$ cat config.mk
export PLATFORM = sky130hd
export DESIGN_NAME = onewire_rom_unit
export DESIGN_NICKNAME = d
export VERILOG_FILES = /design/src/rtl/onewire_rom_pkg.sv /design/src/rtl/rom_id_crc.sv /design/src/rtl/rom_cmd_rx.sv /design/src/rtl/rom_seq.sv /design/src/rtl/onewire_rom_unit.sv
export SDC_FILE = /design/constraint.sdc
export NUM_CORES = 1
export LEC_CHECK = 0
export ABC_CLOCK_PERIOD_IN_PS = 5900
export BUFFER_PORTS_ARGS = -buffer_cell sky130_fd_sc_hd__clkbuf_2
export CORE_ASPECT_RATIO = 1.1
export CORE_UTILIZATION = 60
export DETAILED_ROUTE_END_ITERATION = 7
export PLACE_DENSITY_LB_ADDON = 0.3
export SETUP_SLACK_MARGIN = 0.3
export SLEW_MARGIN = 0
export SYNTH_ARGS = -nofsm -noshare
export SYNTH_HDL_FRONTEND = slang
export SYNTH_SLANG_ARGS = --single-unit
$ cat constraint.sdc
create_clock -name clk_i -period 5.9 [get_ports clk_i]
set_input_delay 0.885 -clock clk_i [delete_from_list [all_inputs] [get_ports clk_i]]
set_output_delay 0.885 -clock clk_i [all_outputs]
set_load 0.05 [all_outputs]
$ cat src/rtl/onewire_rom_pkg.sv
package onewire_rom_pkg;

  localparam logic [7:0] CMD_READ   = 8'h33;
  localparam logic [7:0] CMD_MATCH  = 8'h55;
  localparam logic [7:0] CMD_SEARCH = 8'hF0;
  localparam logic [7:0] CMD_SKIP   = 8'hCC;

  typedef enum logic [2:0] {
    ST_IDLE,
    ST_CMD,
    ST_READ,
    ST_MATCH,
    ST_SRCH_B,
    ST_SRCH_C,
    ST_SRCH_W,
    ST_GRANT
  } rom_state_e;

  // one LSB-first step of x^8+x^5+x^4+1 (reflected form)
  function automatic logic [7:0] crc8_step(input logic [7:0] c, input logic b);
    logic fb;
    fb = c[0] ^ b;
    crc8_step = {1'b0, c[7:1]} ^ (fb ? 8'h8C : 8'h00);
  endfunction

endpackage

$ cat src/rtl/rom_id_crc.sv
module rom_id_crc #(
  parameter int DATA_W = 56
) (
  input  logic [DATA_W-1:0] data_i,
  output logic [7:0]        crc_o
);
  import onewire_rom_pkg::*;

  logic [7:0] stage [DATA_W+1];

  assign stage[0] = 8'h00;

  for (genvar g = 0; g < DATA_W; g++) begin : g_stage
    assign stage[g+1] = crc8_step(stage[g], data_i[g]);
  end

  assign crc_o = stage[DATA_W];

endmodule

$ cat src/rtl/rom_cmd_rx.sv
module rom_cmd_rx #(
  parameter int CMD_W = 8
) (
  input  logic             clk_i,
  input  logic             rst_ni,
  input  logic             clear_i,
  input  logic             en_i,
  input  logic             rx_valid_i,
  input  logic             rx_bit_i,
  output logic             cmd_valid_o,
  output logic [CMD_W-1:0] cmd_o
);
  localparam int CNT_W = $clog2(CMD_W);
  localparam logic [CNT_W-1:0] CNT_LAST = CNT_W'(CMD_W - 1);

  logic [CMD_W-1:0] sr_q;
  logic [CNT_W-1:0] cnt_q;

  // LSB first: new bit enters at the top
  assign cmd_o       = {rx_bit_i, sr_q[CMD_W-1:1]};
  assign cmd_valid_o = en_i && rx_valid_i && (cnt_q == CNT_LAST);

  always_ff @(posedge clk_i or negedge rst_ni) begin
    if (!rst_ni) begin
      sr_q  <= '0;
      cnt_q <= '0;
    end else if (clear_i) begin
      sr_q  <= '0;
      cnt_q <= '0;
    end else if (en_i && rx_valid_i) begin
      sr_q  <= cmd_o;
      cnt_q <= (cnt_q == CNT_LAST) ? '0 : cnt_q + 1'b1;
    end
  end

  a_r2_clear_restarts: assert property (@(posedge clk_i) disable iff (!rst_ni)
    clear_i |=> (cnt_q == '0));

  a_r2_count_moves_on_bit: assert property (@(posedge clk_i) disable iff (!rst_ni)
    (!clear_i && !(en_i && rx_valid_i)) |=> $stable(cnt_q));

endmodule

$ cat src/rtl/rom_seq.sv
module rom_seq #(
  parameter int ID_W = 64
) (
  input  logic            clk_i,
  input  logic            rst_ni,
  input  logic            bus_reset_i,
  input  logic            rx_valid_i,
  input  logic            rx_bit_i,
  input  logic            tx_req_i,
  input  logic [ID_W-1:0] id_i,
  input  logic            cmd_valid_i,
  input  logic [7:0]      cmd_i,
  output logic            cmd_en_o,
  output logic            tx_bit_o,
  output logic            rom_done_o,
  output logic            mem_en_o
);
  import onewire_rom_pkg::*;

  localparam int IDX_W = $clog2(ID_W);
  localparam logic [IDX_W-1:0] IDX_LAST = IDX_W'(ID_W - 1);

  rom_state_e       state_q;
  logic [IDX_W-1:0] idx_q;
  logic             done_q;
  logic             id_bit;
  logic             last_bit;

  assign id_bit   = id_i[idx_q];
  assign last_bit = (idx_q == IDX_LAST);

  always_ff @(posedge clk_i or negedge rst_ni) begin
    if (!rst_ni) begin
      state_q <= ST_IDLE;
      idx_q   <= '0;
      done_q  <= 1'b0;
    end else begin
      done_q <= 1'b0;
      if (bus_reset_i) begin
        state_q <= ST_CMD;
        idx_q   <= '0;
      end else begin
        unique case (state_q)
          ST_CMD: if (cmd_valid_i) begin
            idx_q <= '0;
            unique case (cmd_i)
              CMD_SKIP:   begin state_q <= ST_GRANT; done_q <= 1'b1; end
              CMD_READ:   state_q <= ST_READ;
              CMD_MATCH:  state_q <= ST_MATCH;
              CMD_SEARCH: state_q <= ST_SRCH_B;
              default:    state_q <= ST_IDLE;
            endcase
          end
          ST_READ: if (tx_req_i) begin
            if (last_bit) begin
              state_q <= ST_GRANT;
              done_q  <= 1'b1;
            end else begin
              idx_q <= idx_q + 1'b1;
            end
          end
          ST_MATCH: if (rx_valid_i) begin
            if (rx_bit_i != id_bit) begin
              state_q <= ST_IDLE;
            end else if (last_bit) begin
              state_q <= ST_GRANT;
              done_q  <= 1'b1;
            end else begin
              idx_q <= idx_q + 1'b1;
            end
          end
          ST_SRCH_B: if (tx_req_i) state_q <= ST_SRCH_C;
          ST_SRCH_C: if (tx_req_i) state_q <= ST_SRCH_W;
          ST_SRCH_W: if (rx_valid_i) begin
            if (rx_bit_i != id_bit) begin
              state_q <= ST_IDLE;
            end else if (last_bit) begin
              state_q <= ST_GRANT;
              done_q  <= 1'b1;
            end else begin
              idx_q   <= idx_q + 1'b1;
              state_q <= ST_SRCH_B;
            end
          end
          default: ;
        endcase
      end
    end
  end

  always_comb begin
    unique case (state_q)
      ST_READ, ST_SRCH_B: tx_bit_o = id_bit;
      ST_SRCH_C:          tx_bit_o = ~id_bit;
      default:            tx_bit_o = 1'b1;
    endcase
  end

  assign cmd_en_o   = (state_q == ST_CMD);
  assign rom_done_o = done_q;
  assign mem_en_o   = (state_q == ST_GRANT);

  a_r3_done_single_cycle: assert property (@(posedge clk_i) disable iff (!rst_ni)
    rom_done_o |=> !rom_done_o);

  a_r3_done_with_grant: assert property (@(posedge clk_i) disable iff (!rst_ni)
    rom_done_o |-> mem_en_o);

  a_r12_granted_releases: assert property (@(posedge clk_i) disable iff (!rst_ni)
    mem_en_o |-> tx_bit_o);

  a_r8_complement_phase: assert property (@(posedge clk_i) disable iff (!rst_ni)
    (state_q == ST_SRCH_C && $past(state_q) == ST_SRCH_B) |-> (tx_bit_o != $past(tx_bit_o)));

  a_r11_reset_aborts: assert property (@(posedge clk_i) disable iff (!rst_ni)
    bus_reset_i |=> (!mem_en_o && !rom_done_o));

  a_r7_idle_holds: assert property (@(posedge clk_i) disable iff (!rst_ni)
    (state_q == ST_IDLE && !bus_reset_i) |=> (state_q == ST_IDLE && !rom_done_o && tx_bit_o));

endmodule

$ cat src/rtl/onewire_rom_unit.sv
module onewire_rom_unit #(
  parameter logic [7:0]  FAMILY = 8'h06,
  parameter logic [47:0] SERIAL = 48'h00A1_5C3E_9B27
) (
  input  logic clk_i,
  input  logic rst_ni,
  input  logic bus_reset_i,
  input  logic rx_valid_i,
  input  logic rx_bit_i,
  input  logic tx_req_i,
  output logic tx_bit_o,
  output logic rom_done_o,
  output logic mem_en_o
);
  localparam int FAM_W = 8;
  localparam int SER_W = 48;
  localparam int CRC_W = 8;
  localparam int DAT_W = FAM_W + SER_W;
  localparam int ID_W  = DAT_W + CRC_W;

  logic [CRC_W-1:0] crc;
  logic [ID_W-1:0]  id;
  logic             cmd_en;
  logic             cmd_valid;
  logic [7:0]       cmd;

  rom_id_crc #(.DATA_W(DAT_W)) u_crc (
    .data_i ({SERIAL, FAMILY}),
    .crc_o  (crc)
  );

  assign id = {crc, SERIAL, FAMILY};

  rom_cmd_rx #(.CMD_W(8)) u_cmd (
    .clk_i       (clk_i),
    .rst_ni      (rst_ni),
    .clear_i     (bus_reset_i),
    .en_i        (cmd_en),
    .rx_valid_i  (rx_valid_i),
    .rx_bit_i    (rx_bit_i),
    .cmd_valid_o (cmd_valid),
    .cmd_o       (cmd)
  );

  rom_seq #(.ID_W(ID_W)) u_seq (
    .clk_i       (clk_i),
    .rst_ni      (rst_ni),
    .bus_reset_i (bus_reset_i),
    .rx_valid_i  (rx_valid_i),
    .rx_bit_i    (rx_bit_i),
    .tx_req_i    (tx_req_i),
    .id_i        (id),
    .cmd_valid_i (cmd_valid),
    .cmd_i       (cmd),
    .cmd_en_o    (cmd_en),
    .tx_bit_o    (tx_bit_o),
    .rom_done_o  (rom_done_o),
    .mem_en_o    (mem_en_o)
  );

endmodule

==> run metrics <==
Root Buffer Master clkbuf_4; die area ~3000 um2; Slew headroom 0.285; Starting Density 0.643; first-pass GRT wire length 6660 um; synth top area cells dfrtp_1, nand2_1, ha_1; #FFs+latches synth 20; Avg Inst Size Synth 8.02 um2; initial drt markers 64; Worst VDD drop 144 uV; Seq/Total Area, Yosys 0.306; synth warn 0; min cycle time layout about 3.6 ns; die height ~57 um; core area 2540 um2; Synth-to-Final Area Change 5.05%; Adder-Cell Fraction of Synth Area 0.0536; Hold Crit Class primary input to asynchronous set/reset pin; average wire per standard cell 16.1 um; actual slew at the worst max-slew pin 1.06 ns; Post-Syn Area approximately 1600 um2; dpl ws 2.65 ns; cell count after synthesis roughly 200; post-synth top area share 0.306; Net count, final 220; DR pass1 iterations 4; Cell Area, Placed 1670 um2; vias in the first global route 1505; Synth Area in Compound Gates 0.230; syn_nets between 200 and 250; crit path from u_seq.idx_q[0]; multi-input logic area 1060 um2; RSZ-0062 raised after global routing false; Startpoint Class register; met2 wire length 1900 um; largest net degree at the start of global routing 21; Final Cycle Share 0.612; clock skew 0.00758 ns; initial antenna violation count 0; r2r startpoint u_seq.idx_q[0]; number of synthesized flops with an enable pin 0; metal3 WL 258 um; Clock transition at path regs between 0.1 and 0.15 ns; fraction of layout cells with a size suffix above 1 0.0922; htree depth 1; Total GRT Usage 0.308; Final Power 0.278 mW; asr flop ratio synth 1.00; Die Wd 51.8 um; Register Area ~500 um2; Worst Path Max Fanout 8; Final Max Tran Viols 0; Setup violations, final 0; Worst-Skew Late Latency ~0.32 ns; main combinational cell family by area after synthesis simple AND/OR/NAND/NOR gates; post-synth cell types 45; XOR/XNOR Fraction of Synth Area 0.0107; clk buf depth 2; LEAKAGE 0.692 nW; postcts setup bufs 0; post-DP HPWL 2750 um; antenna-violating nets left 0; fmax 277 MHz; CTS tree built; TritonCTS Sinks 20; FILL cells 220; # rows 19; highest metal used met4; Ant. Diodes 0; proportion of synthesized area in mux cells 0.0505; area leader, netlist dfrtp_1; simple-gate share of the synthesized area 0.303; post_cts resized 0; # Max-Cap Violations 0; GPL Wtd Cong 0.883; met1 wire length about 1500 um; Post-CTS Hold Buffers 0; CP Data Required Time 5.02 ns; worst path arrival time 2.73 ns; Port Buffer Count 8; commonest register cell after synthesis dfrtp_1; Via Count around 1600; design area about 1700 um2; WL final 3810 um; global route overflow 0; pwr/cell area 162 nW/um2; via/cell ratio ~6.6; critical path type register to output port; I/O pin total 9; CTS Buf Count 3; status complete, no violations; Post-route DRC 0; CP endpoint kind output port; count leader, synth nand2_1; Hold Slack between 0.5 and 0.6 ns; Post-synth top cells nand2_1, dfrtp_1, a21oi_1; Final Worst Setup Slack 2.29 ns; Setup TNS Final 0 ns; Hold Violations, Final 0
==> stage by stage <==
step | utilization | instances
4_1_cts | 0.675 | 237
3_5_place_dp | 0.655 | 233
2_1_floorplan | - | 204
6_report | 0.675 | 237
3_3_place_gp | 0.655 | 233
5_1_grt | 0.675 | 237
==> cells by family after synthesis <==
| family | count (synthesis) |
|---|---|
| DFF | 20 |
| adders and majority gates | 7 |
| buffers and inverters | 17 |
| xor gates and xnor gates | 2 |
| and+or+nand+nor | 96 |
| AOI/OAI and AO/OA | 54 |
| muxes | 8 |
==> power breakdown <==
group / switching (mW) / leakage, nW / internal, mW
clock: 0.0472 / 0.0279 / 0.0687
sequential: 0.00188 / 0.272 / 0.139
combinational: 0.0145 / 0.392 / 0.00638
total: 0.0636 / 0.692 / 0.214
==> state kept, by name (all words and copies together) (netlist names) <==
name	flops
u_cmd.sr_q	7
u_seq.idx_q	6
u_cmd.cnt_q	3
u_seq.state_q	3
u_seq.rom_done_o	1
==> placed cells by master, fill, tap and decap left out, types with 2 or more instances in the layout <==
cell type	instances
nor3_1	5
a221oi_1	2
nor4_1	2
clkbuf_4	3
o2111ai_1	3
a221o_1	2
nand2_1	43
dfrtp_1	20
nor2_1	11
mux2i_1	6
nand2b_1	8
nor2b_1	5
a21oi_1	17
o22ai_1	5
mux2_2	2
o211ai_1	5
o21ai_0	8
clkbuf_2	8
nand3_1	2
a32oi_1	2
inv_1	7
nor4bb_1	8
and2_1	3
ha_1	7
and3_1	3
==> worst max-delay path, stage by stage (launching register included) <==
cell,delay (ns)
dfrtp_1,0.51
inv_1,0.14
ha_1,0.35
nor2b_1,0.14
a211oi_1,0.38
nor3_1,0.09
a21oi_1,0.20
xor2_1,0.09
a32oi_1,0.20
clkbuf_2,0.30
==> final timing paths <==
check / endpoint / slack (ns) / depth (start not counted)
setup / recovery: tx_bit_o / 2.29 / 9
min in group clk_i: u_cmd.cnt_q[1] / 0.54 / 2
max in group asynchronous: u_seq.rom_done_o / 5.03 / 1
hold reg to reg: u_cmd.cnt_q[1] / 0.54 / 2
setup reg to reg: u_seq.idx_q[1] / 3.23 / 8
hold / removal: u_seq.idx_q[4] / 0.51 / 1
==> cell type report <==
class,count,area share
clock buffers,3,0.0131
flip-flops and latches,20,0.291
multi-input cells,167,0.617
well taps,31,0.0226
inverters,7,0.0153
clock inverters,1,0.0175
repair buffers,8,0.0233
==> metal layers <==
layer  GRT usage  vias to the layer above
met3      0.0515                       14
li1            -                      742
met1       0.367                      743
met5           0                        -
met2       0.503                       67
met4       0.189                        0
(Power assumes the default switching activity.)
